File: config.mk
export PLATFORM = sky130hd
export DESIGN_NAME = fault_status_regs
export DESIGN_NICKNAME = d
export VERILOG_FILES = /design/src/rtl/fsr_pkg.sv /design/src/rtl/fsr_lock_reg.sv /design/src/rtl/fsr_range_check.sv /design/src/rtl/fsr_page_encode.sv /design/src/rtl/fault_status_regs.sv
export SDC_FILE = /design/constraint.sdc
export NUM_CORES = 1
export LEC_CHECK = 0
export BUFFER_PORTS_ARGS = -buffer_cell sky130_fd_sc_hd__clkbuf_2
export CORE_AREA = 2 2 69 71
export CTS_CLUSTER_SIZE = 20
export DETAILED_ROUTE_END_ITERATION = 6
export DIE_AREA = 0 0 71 73
export PLACE_DENSITY = 0.78
export RECOVER_POWER = 50
export SYNTH_ARGS = -nofsm -noshare
export SYNTH_HDL_FRONTEND = slang
export SYNTH_SLANG_ARGS = --single-unit
File: constraint.sdc
create_clock -name clk -period 3.43 [get_ports clk]
set_input_delay 0.343 -clock clk [delete_from_list [all_inputs] [get_ports clk]]
set_output_delay 0.343 -clock clk [all_outputs]
set_load 0.02 [all_outputs]
File: src/rtl/fsr_pkg.sv
package fsr_pkg;
  localparam int REG_W        = 16;
  localparam int ST_DMA_BIT   = 15;
  localparam int ST_FETCH_BIT = 14;
  localparam int PG_MISS_BIT  = 15;
  localparam int PG_FETCH_BIT = 14;

  typedef enum logic [1:0] {
    PGK_ABSENT  = 2'd0,
    PGK_NOPERM  = 2'd1,
    PGK_RING    = 2'd2,
    PGK_RING_X  = 2'd3
  } pg_kind_e;

  typedef enum logic [1:0] {
    SEL_ADDR = 2'd0,
    SEL_STAT = 2'd1,
    SEL_PAGE = 2'd2,
    SEL_NONE = 2'd3
  } rd_sel_e;
endpackage

File: src/rtl/fsr_lock_reg.sv
module fsr_lock_reg #(
  parameter int W = 16
) (
  input  logic         clk,
  input  logic         rst_n,
  input  logic         cap_req,
  input  logic [W-1:0] cap_data,
  input  logic         unlock,
  output logic [W-1:0] q,
  output logic         locked
);
  logic [W-1:0] q_d;
  logic         lock_d;
  logic         take;

  // capture wins over a same-cycle release
  assign take = cap_req && (!locked || unlock);

  always_comb begin
    q_d    = q;
    lock_d = locked;
    if (take) begin
      q_d    = cap_data;
      lock_d = 1'b1;
    end else if (unlock) begin
      lock_d = 1'b0;
    end
  end

  always_ff @(posedge clk or negedge rst_n) begin
    if (!rst_n) begin
      q      <= '0;
      locked <= 1'b0;
    end else begin
      if (take) q <= q_d;
      locked <= lock_d;
    end
  end

  assert_hold_while_locked_R3: assert property (@(posedge clk) disable iff (!rst_n)
    (locked && !unlock) |=> $stable(q));

  assert_free_capture_R2: assert property (@(posedge clk) disable iff (!rst_n)
    (cap_req && !locked) |=> (locked && q == $past(cap_data)));

  assert_release_R4: assert property (@(posedge clk) disable iff (!rst_n)
    (unlock && !cap_req) |=> !locked);
endmodule

File: src/rtl/fsr_range_check.sv
module fsr_range_check
  import fsr_pkg::*;
#(
  parameter int IN_AW     = 32,
  parameter int PA_W      = 24,
  parameter int MEM_WORDS = 524288
) (
  input  logic               clk,
  input  logic               rst_n,
  input  logic               acc_valid,
  input  logic [IN_AW-1:0]   acc_addr,
  input  logic               acc_dma,
  input  logic               acc_fetch,
  output logic               err,
  output logic [2*REG_W-1:0] cap_word,
  output logic               irq_q
);
  localparam int HI_W = PA_W - REG_W;
  localparam logic [IN_AW-1:0] PA_MASK = IN_AW'((64'd1 << PA_W) - 64'd1);
  localparam logic [IN_AW-1:0] LIMIT   = IN_AW'(MEM_WORDS);

  logic [IN_AW-1:0] masked;
  logic [REG_W-1:0] stat_w;
  logic             irq_d;

  assign masked = acc_addr & PA_MASK;
  assign err    = acc_valid && (masked >= LIMIT);

  always_comb begin
    stat_w               = '0;
    stat_w[HI_W-1:0]     = masked[PA_W-1:REG_W];
    stat_w[ST_DMA_BIT]   = acc_dma;
    stat_w[ST_FETCH_BIT] = acc_fetch;
  end

  assign cap_word = {stat_w, masked[REG_W-1:0]};
  assign irq_d    = err;

  always_ff @(posedge clk or negedge rst_n) begin
    if (!rst_n) irq_q <= 1'b0;
    else        irq_q <= irq_d;
  end

  assert_pulse_follows_access_R7: assert property (@(posedge clk) disable iff (!rst_n)
    irq_q |-> $past(acc_valid));
endmodule

File: src/rtl/fsr_page_encode.sv
module fsr_page_encode
  import fsr_pkg::*;
#(
  parameter int PT_W = 2,
  parameter int PG_W = 6
) (
  input  logic             clk,
  input  logic             rst_n,
  input  logic             pg_valid,
  input  logic [PT_W-1:0]  pg_table,
  input  logic [PG_W-1:0]  pg_page,
  input  logic             pg_fetch,
  input  logic [1:0]       pg_kind,
  output logic [REG_W-1:0] word,
  output logic             pf_q,
  output logic             pv_q
);
  pg_kind_e kind;
  logic     miss;
  logic     pf_d, pv_d;

  assign kind = pg_kind_e'(pg_kind);
  assign miss = (kind == PGK_ABSENT) || (kind == PGK_NOPERM);

  always_comb begin
    word                        = '0;
    word[PG_W+PT_W-1:PG_W]      = pg_table;
    word[PG_W-1:0]              = pg_page;
    word[PG_FETCH_BIT]          = pg_fetch;
    word[PG_MISS_BIT]           = miss;
  end

  assign pf_d = pg_valid && (kind == PGK_ABSENT);
  assign pv_d = pg_valid && (kind != PGK_ABSENT);

  always_ff @(posedge clk or negedge rst_n) begin
    if (!rst_n) begin
      pf_q <= 1'b0;
      pv_q <= 1'b0;
    end else begin
      pf_q <= pf_d;
      pv_q <= pv_d;
    end
  end

  assert_one_cause_R8: assert property (@(posedge clk) disable iff (!rst_n)
    !(pf_q && pv_q));
endmodule

File: src/rtl/fault_status_regs.sv
module fault_status_regs
  import fsr_pkg::*;
#(
  parameter int IN_AW     = 32,
  parameter int PA_W      = 24,
  parameter int MEM_WORDS = 524288,
  parameter int PT_W      = 2,
  parameter int PG_W      = 6
) (
  input  logic             clk,
  input  logic             rst_n,
  input  logic             acc_valid,
  input  logic [IN_AW-1:0] acc_addr,
  input  logic             acc_dma,
  input  logic             acc_fetch,
  input  logic             pg_valid,
  input  logic [PT_W-1:0]  pg_table,
  input  logic [PG_W-1:0]  pg_page,
  input  logic             pg_fetch,
  input  logic [1:0]       pg_kind,
  input  logic             rd_en,
  input  logic [1:0]       rd_sel,
  output logic [15:0]      rd_data,
  output logic             oor_irq,
  output logic             pf_irq,
  output logic             pv_irq
);
  logic [1:0]         rst_sync;
  logic               rst_int_n;
  logic               range_err;
  logic [2*REG_W-1:0] range_word;
  logic [2*REG_W-1:0] pair_q;
  logic               pair_locked;
  logic [REG_W-1:0]   page_word;
  logic [REG_W-1:0]   page_q;
  logic               page_locked;
  logic               rel_pair, rel_page;
  rd_sel_e            sel;

  // asynchronous assertion, synchronous release
  always_ff @(posedge clk or negedge rst_n) begin
    if (!rst_n) rst_sync <= 2'b00;
    else        rst_sync <= {rst_sync[0], 1'b1};
  end
  assign rst_int_n = rst_sync[1];

  assign sel      = rd_sel_e'(rd_sel);
  assign rel_pair = rd_en && (sel == SEL_ADDR);
  assign rel_page = rd_en && (sel == SEL_PAGE);

  fsr_range_check #(
    .IN_AW(IN_AW), .PA_W(PA_W), .MEM_WORDS(MEM_WORDS)
  ) u_range (
    .clk(clk), .rst_n(rst_int_n),
    .acc_valid(acc_valid), .acc_addr(acc_addr),
    .acc_dma(acc_dma), .acc_fetch(acc_fetch),
    .err(range_err), .cap_word(range_word), .irq_q(oor_irq)
  );

  fsr_lock_reg #(.W(2*REG_W)) u_pair (
    .clk(clk), .rst_n(rst_int_n),
    .cap_req(range_err), .cap_data(range_word), .unlock(rel_pair),
    .q(pair_q), .locked(pair_locked)
  );

  fsr_page_encode #(.PT_W(PT_W), .PG_W(PG_W)) u_page (
    .clk(clk), .rst_n(rst_int_n),
    .pg_valid(pg_valid), .pg_table(pg_table), .pg_page(pg_page),
    .pg_fetch(pg_fetch), .pg_kind(pg_kind),
    .word(page_word), .pf_q(pf_irq), .pv_q(pv_irq)
  );

  fsr_lock_reg #(.W(REG_W)) u_pglk (
    .clk(clk), .rst_n(rst_int_n),
    .cap_req(pg_valid), .cap_data(page_word), .unlock(rel_page),
    .q(page_q), .locked(page_locked)
  );

  always_comb begin
    case (sel)
      SEL_ADDR: rd_data = pair_q[REG_W-1:0];
      SEL_STAT: rd_data = pair_q[2*REG_W-1:REG_W];
      SEL_PAGE: rd_data = page_q;
      default:  rd_data = '0;
    endcase
  end

  assert_range_pulse_locks_R3: assert property (@(posedge clk) disable iff (!rst_int_n)
    oor_irq |-> pair_locked);

  assert_page_pulse_locks_R6: assert property (@(posedge clk) disable iff (!rst_int_n)
    (pf_irq || pv_irq) |-> page_locked);

  assert_status_read_keeps_lock_R4: assert property (@(posedge clk) disable iff (!rst_int_n)
    (pair_locked && rd_en && sel == SEL_STAT) |=> pair_locked);
endmodule

==> results of run 1 <==
## worst min-delay path by stage
stage	end	cells past startpoint	slack (ps)	from
detailed placement	rst_sync[0]	1	130	rst_n
CTS	u_page.pf_q	2	210	pg_kind[0]
global route	u_page.pf_q	2	230	pg_kind[1]
finish	u_page.pf_q	2	230	pg_kind[0]
global placement	rst_sync[0]	1	130	rst_n
floorplan	rst_sync[0]	0	50	rst_n
## kinds of logic (layout without fill, tap and decap cells)
group           count (synthesis)  in the layout  share of synthesized area, %
mux                            45             45                          29.8
other cells                     1              1                         0.196
flops                          43             43                          56.2
simple gates                   25             25                          6.61
compound gates                 16             16                          4.97
buf+inv                         7             75                          2.22
## cell type report
cell class | instances | area [sq um]
clock buffers | 7 | 76.3
fillers | 422 | 2150
clock inverters | 1 | 30.0
repair buffers | 66 | 334
multi-input cells | 87 | 798
inverters | 1 | 3.75
well taps | 54 | 67.6
flip-flops and latches | 43 | 1080
## routing by layer
layer  wire (microns)  share of wire, %  vias to the layer above  GRT usage, %
li1                 -                 -                      605             -
met1             1690                45                      603          19.3
met2             1820                49                       29          24.0
met3              171               4.6                        4          4.42
met4               68               1.8                        0          7.55
met5                0                 0                        -             0
## per-stage QoR
step | instance area, sq um | utilization (%) | power [uW] | worst slack, ps | cells
floorplan | 1910 | - | 925 | 1680 | 137
global placement | 2280 | 50.3 | 1020 | 1190 | 250
detailed placement | 2280 | 50.3 | 1040 | 1170 | 250
CTS | 2400 | 52.9 | 1420 | 1400 | 259
global route | 2390 | 52.6 | 1480 | 1120 | 259
finish | 2390 | 52.6 | 1410 | 1320 | 259
## synthesized netlist by cell type (all sizes together)
master  count
a21boi      1
buf         5
mux2i      10
mux2       35
conb        1
a21oi       2
o21a        1
nand3b      1
nor2        2
a21o        1
or4         1
inv         1
and2        6
dfrtp      43
nand2      13
o21ai      11
nor2b       1
clkbuf      1
nor3b       1
## state kept, by name, summed over array words and instances, names as in the netlist
register       flops
u_pair.locked      1
u_page.pf_q        1
u_pair.q          26
u_page.pv_q        1
u_pglk.locked      1
u_pglk.q          10
rst_sync           2
u_range.irq_q      1
## report_power, final
part / total (uW) / internal [uW] / switching [uW]
Combinational: 326 / 190 / 136
Sequential: 695 / 623 / 72.9
Clock: 384 / 218 / 166
Total: 1410 / 1030 / 375
==> results.py, run 1 <==
metrics = {
    "sta": {
        "fin_skew_ps": 6.34,
        "tightestPinTransition_ps": 1590,
        "fmax_mhz": 474,
        "setup_tns_ps": 0,
        "post-route-period-util_pct": 61.6,
        "slew_viol_final": 42,
        "period_needed_ps": 2110,
        "slew_headroom_pct": -6.08,
        "hold_viol_final": 0,
        "setup-violations-final": 0,
        "rsz0062_at_grt": "no",
        "worst_hold_slack_ps": 230,
    },
    "clock_tree": {
        "cts_repair_resize_count": 0,
        "cts_tree": "done",
        "cts_sinks": 43,
        "clockRootBuffer": "clkbuf_8",
        "h-tree-depth": 2,
        "cts_hold_buf": 1,
        "clockBufferDepth": 2,
        "insertion_delay_ps": 290,
        "postCtsSetupRepairBufs": 0,
        "clk_pin_slew_ps": 80,
        "cts_buffers": 5,
    },
    "floorplanning": {
        "coreArea_sq_um": 4540,
        "io_pins": 71,
        "dieArea_sq_um": 5180,
        "start_util_pct": 42.2,
        "chipHeight_microns": 73,
        "die_x_microns": 71,
        "rows": 25,
    },
    "critical_path": {
        "crit_slowest_cell": "nor2b_1",
        "crit_end": "rd_data[4]",
        "ff2ff_path_depth": 0,
        "cp-startpoint": "rd_sel[0]",
        "r2r_slack_ps": 1830,
        "path_cells": "clkbuf_1, nor2b_1, nand2_1, o21ai_0, clkbuf_2",
        "critPathMaxStageDelay_ps": 660,
        "r2r_end": "u_pair.q[2]",
        "crit_buf_inv": 2,
        "cp-end-kind": "output port",
        "cp.required_ps": 3090,
        "crit_fanout": 13,
        "crit_cells": 5,
        "worstSetupPathType": "in2out",
        "worstPathArrival_ps": 1770,
        "critical-path-top-delay-family": "simple AND/OR/NAND/NOR gates",
        "reg2reg_from": "rst_sync[1]",
        "critPathLaunchType": "input port",
    },
    "grt": {
        "grt_pass1_vias": 1217,
        "grt_pass1_wl_microns": 5860,
        "grt_max_degree": 42,
        "antenna_found_initial": 0,
        "overflow": 0,
        "track_usage_pct": 15.2,
    },
    "final_layout": {
        "nets": 256,
        "mostFrequentLayoutCell": "clkbuf_2",
        "drive_above_1_share_pct": 49.3,
        "syn_to_final_growth_pct": 24.7,
        "diodes": 0,
        "most-common-layout-cells": "clkbuf_2, dfrtp_1, mux2_4",
    },
    "routing": {
        "vias": 1241,
        "antenna_left": 0,
        "wl_per_cell_microns": 14.5,
        "initialDrtViolationCount": 36,
        "drt_pre_antenna_iters": 4,
        "drc": 0,
        "via_per_inst": 4.79,
        "drt-total-wl_microns": 3750,
    },
    "logic_synthesis": {
        "yosys.area.top_type": "dfrtp_1",
        "synth_warnings": 0,
        "netlist_area_sq_um": 1910,
        "syn_nets": 189,
        "syn_inst": 137,
        "ys_types": 24,
        "yosysTopAreaCellShare_pct": 56.2,
        "ys_ff_latch": 43,
        "netlist_top_cells_area": "dfrtp_1, mux2_4, mux2_2",
        "syn_avg_cell_area_sq_um": 14.0,
        "seq_area_frac_synth_pct": 56.2,
    },
    "power_and_ir_drop": {
        "p_leak_uw": 0.00116,
        "pwr_density_cell_nw_per_um2": 589,
        "vdd_drop_max_mv": 0.225,
    },
    "min_path": {
        "hold_class": "in2reg",
    },
    "placement": {
        "dp_hpwl_microns": 2890,
        "numPortBuffers": 62,
        "routabilityCongestion": 0.729,
    },
    "run_status": {
        "violations": "max-capacitance violations, max-slew violations",
        "status": "finished with violations",
    },
    "flow_run": {
        "drv_cap": 1,
    },
}
Power figures use the tool's default switching activity.
==> run 2: changes to the inputs <==
--- a/config.mk
+++ b/config.mk
@@ -5,12 +5,13 @@
 export SDC_FILE = /design/constraint.sdc
 export NUM_CORES = 1
 export LEC_CHECK = 0
+export ABC_AREA = 1
 export BUFFER_PORTS_ARGS = -buffer_cell sky130_fd_sc_hd__clkbuf_2
-export CORE_AREA = 2 2 69 71
+export CORE_AREA = 2 2 70 72
 export CTS_CLUSTER_SIZE = 20
 export DETAILED_ROUTE_END_ITERATION = 6
-export DIE_AREA = 0 0 71 73
-export PLACE_DENSITY = 0.78
+export DIE_AREA = 0 0 72 74
+export PLACE_DENSITY = 0.77
 export RECOVER_POWER = 50
 export SYNTH_ARGS = -nofsm -noshare
 export SYNTH_HDL_FRONTEND = slang
==> constraint.sdc (replaced) <==
create_clock -name clk -period 2.15 [get_ports clk]
set_input_delay 0.215 -clock clk [delete_from_list [all_inputs] [get_ports clk]]
set_output_delay 0.215 -clock clk [all_outputs]
set_load 0.02 [all_outputs]
==> run 2 against run 1 <==
Compared with the run above:
- the flow now finishes without violations
- wire length grew 20%
- via count grew 46%
- register-to-register slack lost 910 ps
- power up 53%
- critical path depth grew 1
- combinational power increased by 28%
- worst hold slack worse by 150 ps
- clock power increased by 71%
- synthesized area is 2.6% higher
- highest routed layer unchanged
==> results.py, run 2 <==
metrics = {
    "sta": {
        "slew_headroom_pct": 42.0,
        "fmax_mhz": 663,
        "tightestPinTransition_ps": 871,
        "setup-violations-final": 0,
        "fin_skew_ps": 7.60,
        "hold_viol_final": 0,
        "slew_viol_final": 0,
        "setup_tns_ps": 0,
        "rsz0062_at_grt": "no",
        "post-route-period-util_pct": 70.2,
        "period_needed_ps": 1510,
    },
    "final_layout": {
        "most-common-layout-cells": "nand2_1, clkbuf_2, dfrtp_1",
        "mostFrequentLayoutCell": "nand2_1",
        "fin_cells": 357,
        "top_register": "u_pair.q",
        "nets": 354,
        "fin_util_pct": 52.5,
        "reg_top3": "u_pair.q: 26 flops, u_pglk.q: 10 flops, rst_sync: 2 flops",
        "syn_to_final_growth_pct": 22.9,
        "diodes": 0,
        "drive_above_1_share_pct": 23.4,
        "largest_reg_flops": 26,
    },
    "logic_synthesis": {
        "syn_avg_cell_area_sq_um": 8.15,
        "ys_top_cells_by_count": "nand2_1, dfrtp_1, nand4_1",
        "syn_nets": 293,
        "ys_ff_latch": 43,
        "ys_types": 18,
        "syn_inst": 241,
        "seq_area_frac_synth_pct": 54.8,
        "synth.most_common_cell": "nand2_1",
        "async_reset_ff_share_pct": 100,
        "yosys.area.top_type": "dfrtp_1",
        "synth_ff_type": "dfrtp_1",
        "synth_warnings": 0,
        "synth-edff-count": 0,
        "yosysTopAreaCellShare_pct": 54.8,
        "netlist_top_cells_area": "dfrtp_1, nand2_1, nand4_1",
        "netlist_area_sq_um": 1960,
    },
    "routing": {
        "antenna_left": 0,
        "wl_per_cell_microns": 12.7,
        "drc": 0,
        "drt-total-wl_microns": 4520,
        "initialDrtViolationCount": 115,
        "vias": 1812,
        "via_per_inst": 5.08,
        "drt_pre_antenna_iters": 4,
    },
    "min_path": {
        "holdPathEnd": "u_page.pf_q",
        "worstHoldStart": "pg_kind[0]",
        "holdPathStages": 2,
        "hold_class": "in2reg",
    },
    "clock_tree": {
        "cts_tree": "done",
        "cts_sinks": 43,
        "clk_pin_slew_ps": 80,
        "clockRootBuffer": "clkbuf_8",
        "clockBufferDepth": 2,
        "insertion_delay_ps": 300,
        "h-tree-depth": 2,
        "cts_buffers": 5,
        "cts_repair_resize_count": 0,
        "postCtsSetupRepairBufs": 0,
    },
    "placement": {
        "routabilityCongestion": 0.768,
        "dp.cells": 348,
        "dp_hpwl_microns": 3320,
        "numPortBuffers": 62,
    },
    "critical_path": {
        "worstSetupPathType": "in2out",
        "cp.required_ps": 1930,
        "r2r_slack_ps": 920,
        "ff2ff_path_depth": 4,
        "crit_buf_inv": 3,
        "crit_fanout": 10,
        "critical-path-top-delay-family": "simple AND/OR/NAND/NOR gates",
        "worstPathArrival_ps": 1290,
        "crit_slowest_cell": "nor2_1",
        "critPathMaxStageDelay_ps": 480,
        "crit_top_cell": "clkbuf_2",
        "path_cells": "clkbuf_2, inv_1, nor2_1, nand2_1, nand3_1, clkbuf_2",
        "cp-end-kind": "output port",
        "critPathLaunchType": "input port",
        "reg2reg_from": "u_pglk.locked",
        "r2r_end": "u_pglk.q[4]",
    },
    "floorplanning": {
        "die_x_microns": 72,
        "io_pins": 71,
        "coreArea_sq_um": 4600,
        "start_util_pct": 42.7,
        "dieArea_sq_um": 5330,
        "chipHeight_microns": 74,
        "rows": 25,
    },
    "power_and_ir_drop": {
        "p_total_uw": 2150,
        "pwr_density_cell_nw_per_um2": 889,
        "p_leak_uw": 0.00134,
        "vdd_drop_max_mv": 0.342,
    },
    "grt": {
        "track_usage_pct": 18.3,
        "overflow": 0,
        "grt_max_degree": 42,
        "antenna_found_initial": 0,
        "grt_pass1_wl_microns": 7510,
        "grt_pass1_vias": 1723,
    },
    "flow_run": {
        "drv_cap": 0,
    },
    "run_status": {
        "status": "completed",
    },
}
run 2: what timing repair did:
item	in CTS	in global routing
setup endpoints to repair	0	0
hold buffers	1	0
endpoints found under the hold margin	2	0
run 2: logic make-up (layout without fill, tap and decap cells):
family | count (synthesis) | after routing | synth area share [%]
buffers and inverters | 25 | 87 | 5.80
DFF | 43 | 43 | 54.8
and+or+nand+nor | 172 | 172 | 39.2
other | 1 | 1 | 0.191
run 2: layer usage:
layer  vias to the layer above  track usage [%]  share of wire, %
met3                         7             4.47               7.7
met5                         -                0                 0
li1                        898                -                 -
met2                        66             31.2                48
met4                         0             6.29               1.3
met1                       841             23.1                43
run 2: power by group:
group          total, uW  internal (uW)  switching (uW)
clock                655            376             279
sequential          1070            971             104
combinational        416            157             259
run 2: worst max path at each step:
stage / start / endpoint / slack [ps] / cells after the start
after global placement: rd_sel[1] / u_pglk.q[4] / 640 / 9
after global routing: rd_sel[1] / u_pglk.q[7] / 440 / 9
after detailed placement: rd_sel[1] / u_pglk.q[4] / 600 / 9
after CTS: rd_sel[0] / rd_data[6] / 660 / 6
after floorplan: rst_sync[1] / u_page.pf_q / 860 / 0
final: rd_sel[0] / rd_data[1] / 640 / 6
run 2: per-stage QoR:
step / hold slack, ps / cell area, sq um / setup WS (ps)
final: 80.9 / 2410 / 641
after global routing: 87.9 / 2410 / 436
after CTS: 69.7 / 2430 / 658
after detailed placement: 3.58 / 2300 / 599
after global placement: 2.18 / 2300 / 643
after floorplan: -80.6 / 1960 / 865
run 2: area by class of cell:
type                            instances  area (sq um)
Clock buffer                            6          82.6
Clock inverter                          2          35.0
Fill cell                             460          2190
Inverter                               12          45.0
Multi-Input combinational cell        173           768
Sequential cell                        43          1080
Tap cell                               54          67.6
Timing Repair Buffer                   67           337
